==> src/rtl/smbt_pkg.sv <==
`timescale 1ns/1ps
package smbt_pkg;

  typedef enum logic [2:0] {
    S_IDLE   = 3'd0,
    S_WDATA  = 3'd1,
    S_RXBYTE = 3'd2,
    S_RDATA  = 3'd3,
    S_DONE   = 3'd4,
    S_FAULT  = 3'd5
  } st_t;

  typedef enum logic [1:0] {
    X_NONE  = 2'd0,
    X_QUICK = 2'd1,
    X_SEND  = 2'd2,
    X_WRITE = 2'd3
  } act_t;

  // Action taken when a write phase ends with a stop.
  function automatic act_t flush_action(input int nbytes);
    if (nbytes == 0) return X_QUICK;
    if (nbytes == 1) return X_SEND;
    return X_WRITE;
  endfunction

  // Action taken when a write phase ends with a repeated start for read.
  function automatic act_t turn_action(input int nbytes);
    return (nbytes > 1) ? X_WRITE : X_NONE;
  endfunction

endpackage

==> src/rtl/smbt_buf.sv <==
`timescale 1ns/1ps
module smbt_buf #(
  parameter int DEPTH = 34,
  parameter int IDX_W = 8
) (
  input  logic                   clk,
  input  logic                   rst_n,
  input  logic                   append,
  input  logic                   cnt_clr,
  input  logic                   idx_inc,
  input  logic                   ovf_clr,
  input  logic [7:0]             rx_byte,
  output logic [IDX_W-1:0]       cnt,
  output logic                   overflow,
  output logic [7:0]             cmd,
  output logic [8*(DEPTH-1)-1:0] payload
);

  logic [8*DEPTH-1:0] bytes_q;
  logic               room;

  assign room = (cnt < IDX_W'(DEPTH));

  always_ff @(posedge clk) begin
    if (!rst_n) begin
      bytes_q <= '0;
    end else begin
      for (int k = 0; k < DEPTH; k++) begin
        if (append && cnt == IDX_W'(k)) bytes_q[8*k +: 8] <= rx_byte;
      end
    end
  end

  always_ff @(posedge clk) begin
    if (!rst_n)                  cnt <= '0;
    else if (cnt_clr)            cnt <= '0;
    else if (append && room)     cnt <= cnt + 1'b1;
    else if (idx_inc)            cnt <= cnt + 1'b1;
  end

  always_ff @(posedge clk) begin
    if (!rst_n)                  overflow <= 1'b0;
    else if (ovf_clr)            overflow <= 1'b0;
    else if (append && !room)    overflow <= 1'b1;
  end

  assign cmd = bytes_q[7:0];

  for (genvar k = 0; k < DEPTH-1; k++) begin : g_pay
    assign payload[8*k +: 8] = bytes_q[8*(k+1) +: 8];
  end

endmodule

==> src/rtl/smbt_fsm.sv <==
`timescale 1ns/1ps
module smbt_fsm
  import smbt_pkg::*;
#(
  parameter int IDX_W = 8,
  parameter int LEN_W = 6
) (
  input  logic             clk,
  input  logic             rst_n,
  input  logic             ev_wstart,
  input  logic             ev_rstart,
  input  logic             ev_stop,
  input  logic             ev_nack,
  input  logic             ev_rx,
  input  logic             ev_rdreq,
  input  logic [IDX_W-1:0] cnt,
  input  logic [7:0]       be_rdata,
  output st_t              st,
  output logic             e_ws,
  output logic             e_stop,
  output logic             append,
  output logic             cnt_clr,
  output logic             idx_inc,
  output logic             ovf_clr,
  output logic [7:0]       tx_byte,
  output logic             rx_req,
  output logic             rd_req,
  output logic             quick_pulse,
  output logic             quick_rd,
  output logic             send_pulse,
  output logic             wr_pulse,
  output logic [LEN_W-1:0] wr_len
);

  logic e_rs, e_nk, e_rq, e_rx;
  st_t  st_nx;
  act_t act;
  logic act_rd;

  // Priority resolution of coincident strobes.
  assign e_stop = ev_stop;
  assign e_ws   = ev_wstart & ~ev_stop;
  assign e_rs   = ev_rstart & ~ev_stop & ~ev_wstart;
  assign e_nk   = ev_nack   & ~(ev_stop | ev_wstart | ev_rstart);
  assign e_rq   = ev_rdreq  & ~(ev_stop | ev_wstart | ev_rstart | ev_nack);
  assign e_rx   = ev_rx     & ~(ev_stop | ev_wstart | ev_rstart | ev_nack | ev_rdreq);

  always_comb begin
    st_nx  = st;
    act    = X_NONE;
    act_rd = 1'b0;
    if (e_stop) begin
      st_nx = S_IDLE;
      if (st == S_WDATA) begin
        act = flush_action(int'(cnt));
      end else if (st == S_RXBYTE) begin
        act    = X_QUICK;
        act_rd = 1'b1;
      end
    end else if (e_ws) begin
      st_nx = (st == S_IDLE) ? S_WDATA : S_FAULT;
    end else if (e_rs) begin
      if (st == S_IDLE) begin
        st_nx = S_RXBYTE;
      end else if (st == S_WDATA && cnt != '0) begin
        st_nx = S_RDATA;
        act   = turn_action(int'(cnt));
      end else begin
        st_nx = S_FAULT;
      end
    end else if (e_nk) begin
      if (st == S_RDATA)      st_nx = S_DONE;
      else if (st != S_DONE)  st_nx = S_FAULT;
    end else if (e_rq) begin
      if (st == S_RXBYTE)     st_nx = S_DONE;
      else if (st != S_RDATA) st_nx = S_FAULT;
    end
  end

  assign rx_req  = e_rq & (st == S_RXBYTE);
  assign rd_req  = e_rq & (st == S_RDATA);
  assign tx_byte = (rx_req | rd_req) ? be_rdata : 8'h00;

  assign append  = e_rx & (st == S_WDATA);
  assign cnt_clr = e_stop | (e_rs & (st == S_WDATA));
  assign idx_inc = rd_req;
  assign ovf_clr = e_ws & (st == S_IDLE);

  always_ff @(posedge clk) begin
    if (!rst_n) begin
      st          <= S_IDLE;
      quick_pulse <= 1'b0;
      quick_rd    <= 1'b0;
      send_pulse  <= 1'b0;
      wr_pulse    <= 1'b0;
      wr_len      <= '0;
    end else begin
      st          <= st_nx;
      quick_pulse <= (act == X_QUICK);
      send_pulse  <= (act == X_SEND);
      wr_pulse    <= (act == X_WRITE);
      if (act == X_QUICK) quick_rd <= act_rd;
      if (act == X_WRITE) wr_len   <= LEN_W'(cnt - 1'b1);
    end
  end

endmodule

==> src/rtl/smbus_txn_decoder.sv <==
`timescale 1ns/1ps
module smbus_txn_decoder
  import smbt_pkg::*;
#(
  parameter int DEPTH = 34,
  parameter int IDX_W = 8,
  localparam int LEN_W = $clog2(DEPTH)
) (
  input  logic                   clk,
  input  logic                   rst_n,
  input  logic                   ev_wstart,
  input  logic                   ev_rstart,
  input  logic                   ev_stop,
  input  logic                   ev_nack,
  input  logic                   ev_rx,
  input  logic [7:0]             rx_byte,
  input  logic                   ev_rdreq,
  input  logic [7:0]             be_rdata,
  output logic [7:0]             tx_byte,
  output logic                   quick_pulse,
  output logic                   quick_rd,
  output logic                   send_pulse,
  output logic                   wr_pulse,
  output logic [LEN_W-1:0]       wr_len,
  output logic [8*(DEPTH-1)-1:0] wr_payload,
  output logic [7:0]             cmd,
  output logic                   rx_req,
  output logic                   rd_req,
  output logic [IDX_W-1:0]       rd_idx,
  output logic                   overflow,
  output logic                   fault
);

  st_t              st;
  logic [IDX_W-1:0] cnt;
  logic             e_ws, e_stop;
  logic             append, cnt_clr, idx_inc, ovf_clr;

  smbt_fsm #(.IDX_W(IDX_W), .LEN_W(LEN_W)) u_fsm (
    .clk(clk), .rst_n(rst_n),
    .ev_wstart(ev_wstart), .ev_rstart(ev_rstart), .ev_stop(ev_stop),
    .ev_nack(ev_nack), .ev_rx(ev_rx), .ev_rdreq(ev_rdreq),
    .cnt(cnt), .be_rdata(be_rdata),
    .st(st), .e_ws(e_ws), .e_stop(e_stop),
    .append(append), .cnt_clr(cnt_clr), .idx_inc(idx_inc), .ovf_clr(ovf_clr),
    .tx_byte(tx_byte), .rx_req(rx_req), .rd_req(rd_req),
    .quick_pulse(quick_pulse), .quick_rd(quick_rd),
    .send_pulse(send_pulse), .wr_pulse(wr_pulse), .wr_len(wr_len)
  );

  smbt_buf #(.DEPTH(DEPTH), .IDX_W(IDX_W)) u_buf (
    .clk(clk), .rst_n(rst_n),
    .append(append), .cnt_clr(cnt_clr), .idx_inc(idx_inc), .ovf_clr(ovf_clr),
    .rx_byte(rx_byte),
    .cnt(cnt), .overflow(overflow), .cmd(cmd), .payload(wr_payload)
  );

  assign rd_idx = cnt;
  assign fault  = (st == S_FAULT);

endmodule

==> config.mk <==
export PLATFORM = sky130hd
export DESIGN_NAME = smbus_txn_decoder
export DESIGN_NICKNAME = d
export VERILOG_FILES = /design/src/rtl/smbt_pkg.sv /design/src/rtl/smbt_buf.sv /design/src/rtl/smbt_fsm.sv /design/src/rtl/smbus_txn_decoder.sv
export SDC_FILE = /design/constraint.sdc
export NUM_CORES = 1
export LEC_CHECK = 0
export ABC_AREA = 1
export CAP_MARGIN = 0
export CORE_MARGIN = 1.5
export CORE_UTILIZATION = 35
export DETAILED_ROUTE_END_ITERATION = 16
export GPL_TIMING_DRIVEN = 1
export PLACE_DENSITY = 0.63
export SLEW_MARGIN = 20
export SYNTH_ARGS = -nofsm -noshare
export SYNTH_HDL_FRONTEND = slang
export SYNTH_SLANG_ARGS = --single-unit
==> constraint.sdc <==
create_clock -name clk -period 4.5 [get_ports clk]
set_input_delay 0.9 -clock clk [delete_from_list [all_inputs] [get_ports clk]]
set_output_delay 0.9 -clock clk [all_outputs]
set_load 0.05 [all_outputs]
[Word level (Yosys, flattened, before mapping)]
Index checks and enable logic that the tools add are counted.
Operators by class
  eq/ne operators: 44
  bitwise logic cells: 23
  order comparisons: 2
  add/sub/neg operators: 2
  multiply operators: 0
  div/mod/pow operators: 0
  reduce and logical (&&, ||, !) cells: 49
  shift operators: 0
  mux-type cells: 36
Operators with widths (count)
  8-bit by 5-bit equality test with 1-bit output, second input constant: 16
  8-bit by 4-bit equality test with 1-bit output, second input constant: 8
  1-bit logical AND: 37
  3-bit 2-to-1 mux: 11
  8-bit by 3-bit equality test with 1-bit output, second input constant: 4
  8-bit by 2-bit equality test with 1-bit output, second input constant: 3
  8-bit 2-to-1 mux: 3
  2-bit 2-to-1 mux: 11
  8-bit by 6-bit equality test with 1-bit output, second input constant: 2
  8-bit logical NOT: 2
  1-bit AND: 11
  1-bit 2-to-1 mux: 11
  8-bit by 1-bit adder with 8-bit output, second input constant: 1
  8-bit by 1-bit equality test with 1-bit output, second input constant: 1
  8-bit by 1-bit greater-than comparator with 1-bit output, second input constant: 1
  8-bit by 6-bit < comparator with 1-bit output, second input constant: 1
  8-bit nonzero test: 1
  3-bit by 2-bit equality test with 1-bit output, second input constant: 2
  1-bit NOT: 6
  1-bit bitwise OR: 6
  2-bit OR reduction: 3
  6-bit by 1-bit subtractor with 6-bit output, second input constant: 1
  5-bit by 3-bit != test with 1-bit output, second input constant: 1
  5-bit nonzero test: 1
  other kinds (11): 12
Word-level totals
  bits in registers: 294
  output and inout port bits: 302
  memory bits (read-only): 0
  input port bits: 24
  memory bits (writable): 0
  logic and storage cells: 198
  latch bits: 0
  memories kept: 0

[Logic depth before layout (Yosys ltp)]
  word-level depth: 12
  depth in mapped cells: 11
  gate-level depth less buffers: 11

[Cells and area by module]
A second synthesis with hierarchy kept.
Second synthesis, totals
  cells, all modules: 1217
  area total of the unflattened synthesis: 10919.2 um^2
Modules (own cells, without submodules)
  smbt_buf: cells each 1064, area each 9973.3 um^2, seq. area each 5625.4 um^2, times used 1
  smbt_fsm: cells each 151, area each 935.9 um^2, seq. area each 260.2 um^2, times used 1
  smbus_txn_decoder: cells each 2, area each 10.0 um^2, seq. area each 0.0 um^2, times used 1

[Least setup slack after synthesis]
No wires, ideal clock.
  path type: input to output
  start: input port ev_wstart
  end: output port rx_req
  data required time: 3.600 ns
  buffers on the path: 0
  stages on the path: 3
  arrival: 2.209 ns
  path slack: 1.391 ns
  cells stage by stage: nor2_2 > nand3_2 > nor3_1
On the way
  longest elaborated chain between the ends: 6
RTL lines
  from (decl): RTL line smbus_txn_decoder.sv:11  | input logic ev_wstart,
  1-bit bitwise OR (3 in series): RTL line smbt_fsm.sv:45  | assign e_rq = ev_rdreq & ~(ev_stop | ev_wstart | ev_rstart | ev_nack);
  1-bit NOT: RTL line smbt_fsm.sv:45
  1-bit AND: RTL line smbt_fsm.sv:45
  1-bit AND: RTL line smbt_fsm.sv:80  | assign rx_req = e_rq & (st == S_RXBYTE);
  to (decl): RTL line smbus_txn_decoder.sv:27  | output logic rx_req,
No other way between the ends.

[Worst setup path after layout]
  start: input port ev_stop
  end: output port tx_byte[7]
On the way
  longest elaborated chain between the ends: 8
  elaborated cells on any way between the ends: 9
  those cells by class: 1 x mux; 8 x bitwise
RTL lines
  from (decl): RTL line smbus_txn_decoder.sv:13  | input logic ev_stop,
  1-bit bitwise OR * (3 in series): RTL line smbt_fsm.sv:45
  1-bit NOT *: RTL line smbt_fsm.sv:45
  1-bit AND *: RTL line smbt_fsm.sv:45
  1-bit AND, on equally long branches: RTL line smbt_fsm.sv:80, smbt_fsm.sv:81
  1-bit bitwise OR *: RTL line smbt_fsm.sv:82  | assign tx_byte = (rx_req | rd_req) ? be_rdata : 8'h00;
  8-bit 2-to-1 mux *: RTL line smbt_fsm.sv:82
  to (decl): RTL line smbus_txn_decoder.sv:19  | output logic [7:0] tx_byte,
Mark *: on every way between the ends. The rest lies on a longest branch, timed or not.

==> impl_summary.log <==
INFO  metric outcome = finished, final reports clean
INFO  metric worst-path-buf-inv = 2
INFO  metric number_of_placement_rows = 64
INFO  metric pin_count_of_the_biggest_net_entering_global_routing = 266
INFO  metric hold_end = u_buf.bytes_q[11]$_SDFFE_PN0P_
INFO  metric top_metal_layer_carrying_routed_signals = met4
INFO  metric synth_area = 11090 um2
INFO  metric fp.coreArea = between 30000 and 40000 um2
INFO  metric drv_cap = 0
INFO  metric grt_pass1_wl = 56760 um
INFO  metric numPortBuffers = 325
INFO  metric place_worst_setup_slack = 620.2 ps
INFO  metric postRouteWirelength = around 37000 um
INFO  metric num_antenna_cells = 0
INFO  metric synth.avg_cell_area = between 7 and 8 um2
INFO  metric clk-insertion-delay-late = 500 ps
INFO  metric clk_pin_slew_worst_paths = 60 ps
INFO  metric min_path_type = register to register
INFO  metric synth.most_common_cell = nor2_1
INFO  metric post_cts_buffers = 0
INFO  metric grt_remaining_overflow = 0
INFO  metric setup_viol = 0
INFO  metric cts_hold_repair.buffers = 0
INFO  metric vias_after_detailed_routing = ~10000
INFO  metric die-width = 181.0 um
INFO  metric die-height = 181.0 um
INFO  metric vias_per_cell = approximately 4.8
INFO  metric worst_clock_skew = 12.43 ps
INFO  metric cp_max_fo = 8
INFO  metric share_of_final_layout_standard_cells_stronger_than_drive_strength_1 = under 10%
INFO  metric postcts_resize_cnt = 0
INFO  metric static_leak = 6.082 nW
INFO  metric synth-seq-cells = 294
INFO  metric setup_repair_after_global_routing_missed_its_margin = no
INFO  metric ant_nets = 0
INFO  metric clock_tree_from_tritoncts = done
INFO  metric grt_usage = 22.01%
INFO  metric instance_count_of_the_mapped_netlist = 1461
INFO  metric first_global_vias = around 10000
INFO  metric dieArea = 32760 um2
INFO  metric synth.lib_cells_used.distinct = 30
INFO  metric worstSetupPathType = input pin to output pin
INFO  metric worst_slew_margin_rel = 32.60%
INFO  metric totalPowerFinal = approximately 5.4 mW
INFO  metric dpl-instance-area = 14580 um2
INFO  metric setup_tns = 0 ps
INFO  metric netlist_top_cells_area = dfxtp_1 (53%), nor2_1 (20%), o21ai_0 (12%)
INFO  metric cts_bufs_inserted = 34
INFO  metric power_per_standard_cell_area = about 340 nW/um2
INFO  metric post_synth_edffs = 0
INFO  metric replace_congestion = 0.7935
INFO  metric yosys_warnings = 0
INFO  metric worstSetupEndpointType = output pin
INFO  metric startpoint_type = input pin
INFO  metric yosys.area.top_type_share = 53.07%
INFO  metric synth_sequential_area_ratio = 53.07%
INFO  metric met2RoutedLength = 17050 um
INFO  metric reg2reg_to = u_buf.bytes_q[74]$_SDFFE_PN0P_
INFO  metric detailedRoute.firstPassIterationCount = 5
INFO  metric synth_common_cells = nor2_1 (590), dfxtp_1 (294), o21ai_0 (259)
INFO  metric cts-root-to-sink-buffers = 3
INFO  metric tritoncts_num_sinks = 294
INFO  metric final_nets = 1795
INFO  metric synth_area_leader_cell = dfxtp_1
INFO  metric worst_ir_drop_vdd = 0.2442 mV
INFO  metric layout_utilization = 50.51%
INFO  metric count_of_cells_along_the_worst_hold_path = 2
INFO  metric critical_path_cell_count = 7
INFO  metric maxClockFrequency = 258.2 MHz
INFO  metric cts.htree.levels = 2
INFO  metric synthArstFlopShare = 0%
INFO  metric postSynth.topFlopCell = dfxtp_1
INFO  metric routed-wl-met3 = 2767 um
INFO  metric routedWlPerCell = 16.80 um
INFO  metric initial_utilization = 35.88%
INFO  metric data_required_time_at_the_worst_endpoint = 3600 ps
INFO  metric clock_tree.root_cell = clkbuf_16
INFO  metric top_level_ports = 326
INFO  metric final_hold_viol_count = 0
INFO  metric finish.cell_count_without_fillers = 2183
INFO  metric report.final.slew_viol_count = 0
INFO  metric timing.reg2reg.worst_path_depth = 10
INFO  metric min_period_over_period = 86.07%
INFO  metric cp_slowest_cell = clkdlybuf4s50_1
INFO  metric detailedRoute.firstIterationViolations = roughly 550
INFO  metric placedCellCount = ~2100
INFO  metric antenna_violations_before_repair = 1
INFO  metric crit_arrival = between 2000 and 3000 ps
INFO  metric timing.critical_path.max_delay_family = buffers and inverters
INFO  metric tightest_slew = 1011 ps
INFO  metric r2r_slack = 2210 ps
INFO  metric crit_path_max_incr_delay = 820 ps
INFO  metric m1WireLength = between 15000 and 20000 um
INFO  metric stdcell_area = 15610 um2
INFO  metric syn_nets = 1490
INFO  metric r2r_start = u_fsm.st[1]$_SDFFE_PP0P_
INFO  metric cp_cell_sequence = clkdlybuf4s50_1 -> nor2_2 -> nand3_2 -> nor2_1 -> nand2_1 -> nor2_1 -> clkdlybuf4s50_1
INFO  metric fin_worst_hold_slack = ~470 ps
INFO  metric timing.final.crit_period = 3873 ps
INFO  metric place.detailed.hpwl = 23710 um
INFO  metric hp-start = u_buf.bytes_q[11]$_SDFFE_PN0P_
INFO  metric drt_drc_violations_left = 0
INFO  metric postLayoutSetupSlackWorst = approximately 630 ps
INFO  metric layout-area-overhead-vs-synth = 40.76%
[power breakdown]
part | leakage, nW | total, mW | internal [mW] | switching, mW
clock network | 0.493 | 2.56 | 1.50 | 1.06
registers | 2.37 | 2.61 | 2.61 | 0.00146
logic | 3.22 | 0.194 | 0.0501 | 0.144
[flip-flops by register name, indices dropped and copies added (netlist names)]
register and cells:
u_fsm.wr_len 6, u_fsm.send_pulse 1, u_fsm.quick_rd 1, u_buf.overflow 1, u_fsm.st 3, u_fsm.wr_pulse 1
u_buf.cnt 8, u_buf.bytes_q 272, u_fsm.quick_pulse 1
[worst max-delay path by stage]
stage / slack (ps) / from / endpoint
6_report: 630 / ev_stop / tx_byte[7]
5_1_grt: 440 / ev_stop / tx_byte[7]
4_1_cts: 610 / ev_stop / tx_byte[7]
3_5_place_dp: 620 / ev_stop / tx_byte[7]
3_3_place_gp: 660 / ev_stop / tx_byte[1]
2_1_floorplan: 1390 / ev_wstart / rx_req
[cell families (layout without fill, tap and decap cells)]
logic type	Yosys count	in the layout	synth area share, %
fa+ha+maj	5	5	0.5641
flops	294	294	53.07
xor+xnor	6	6	0.4738
buf+inv	149	475	5.945
compound gates	289	289	13.41
simple gates	718	718	26.53
[cell type report]
class | instances | area (um2)
Fill cell | 3068 | 15300
Clock inverter | 8 | 58.81
Sequential cell | 294 | 5886
Inverter | 88 | 392.9
Timing Repair Buffer | 330 | 3264
Multi-Input combinational cell | 1018 | 4546
Clock buffer | 49 | 968.4
Tap cell | 396 | 495.5
[metal layers]
| metal | up-vias | GRT usage (%) |
|---|---|---|
| li1 | 5272 | - |
| met1 | 4817 | 28.08 |
| met2 | 323 | 36.66 |
| met3 | 39 | 6.249 |
| met4 | 0 | 5.333 |
| met5 | - | 0 |
[cell usage in the layout (no fill, tap or decap), types with 3 or more instances in the layout]
master           count
clkbuf_1            10
o21ai_0            259
nand2_4             20
nor2_1             590
a211oi_1            16
clkbuf_8             4
clkinvlp_4           3
dfxtp_1            294
nand3_1             26
nand2_1             64
a21oi_1             12
clkinv_2            12
nor3_1               7
inv_1               64
buf_4                4
ha_1                 5
clkbuf_16           35
clkinv_4            11
inv_2                3
buf_2                8
clkdlybuf4s50_1    316
xor2_1               4
[worst register-to-register path, delay by kind of cell, from the launching register on]
family        cells  cell delay [ps]
buf+inv           4              760
flops             1              330
simple gates      6             1140
No activity file was read; power rests on OpenSTA's default activity.
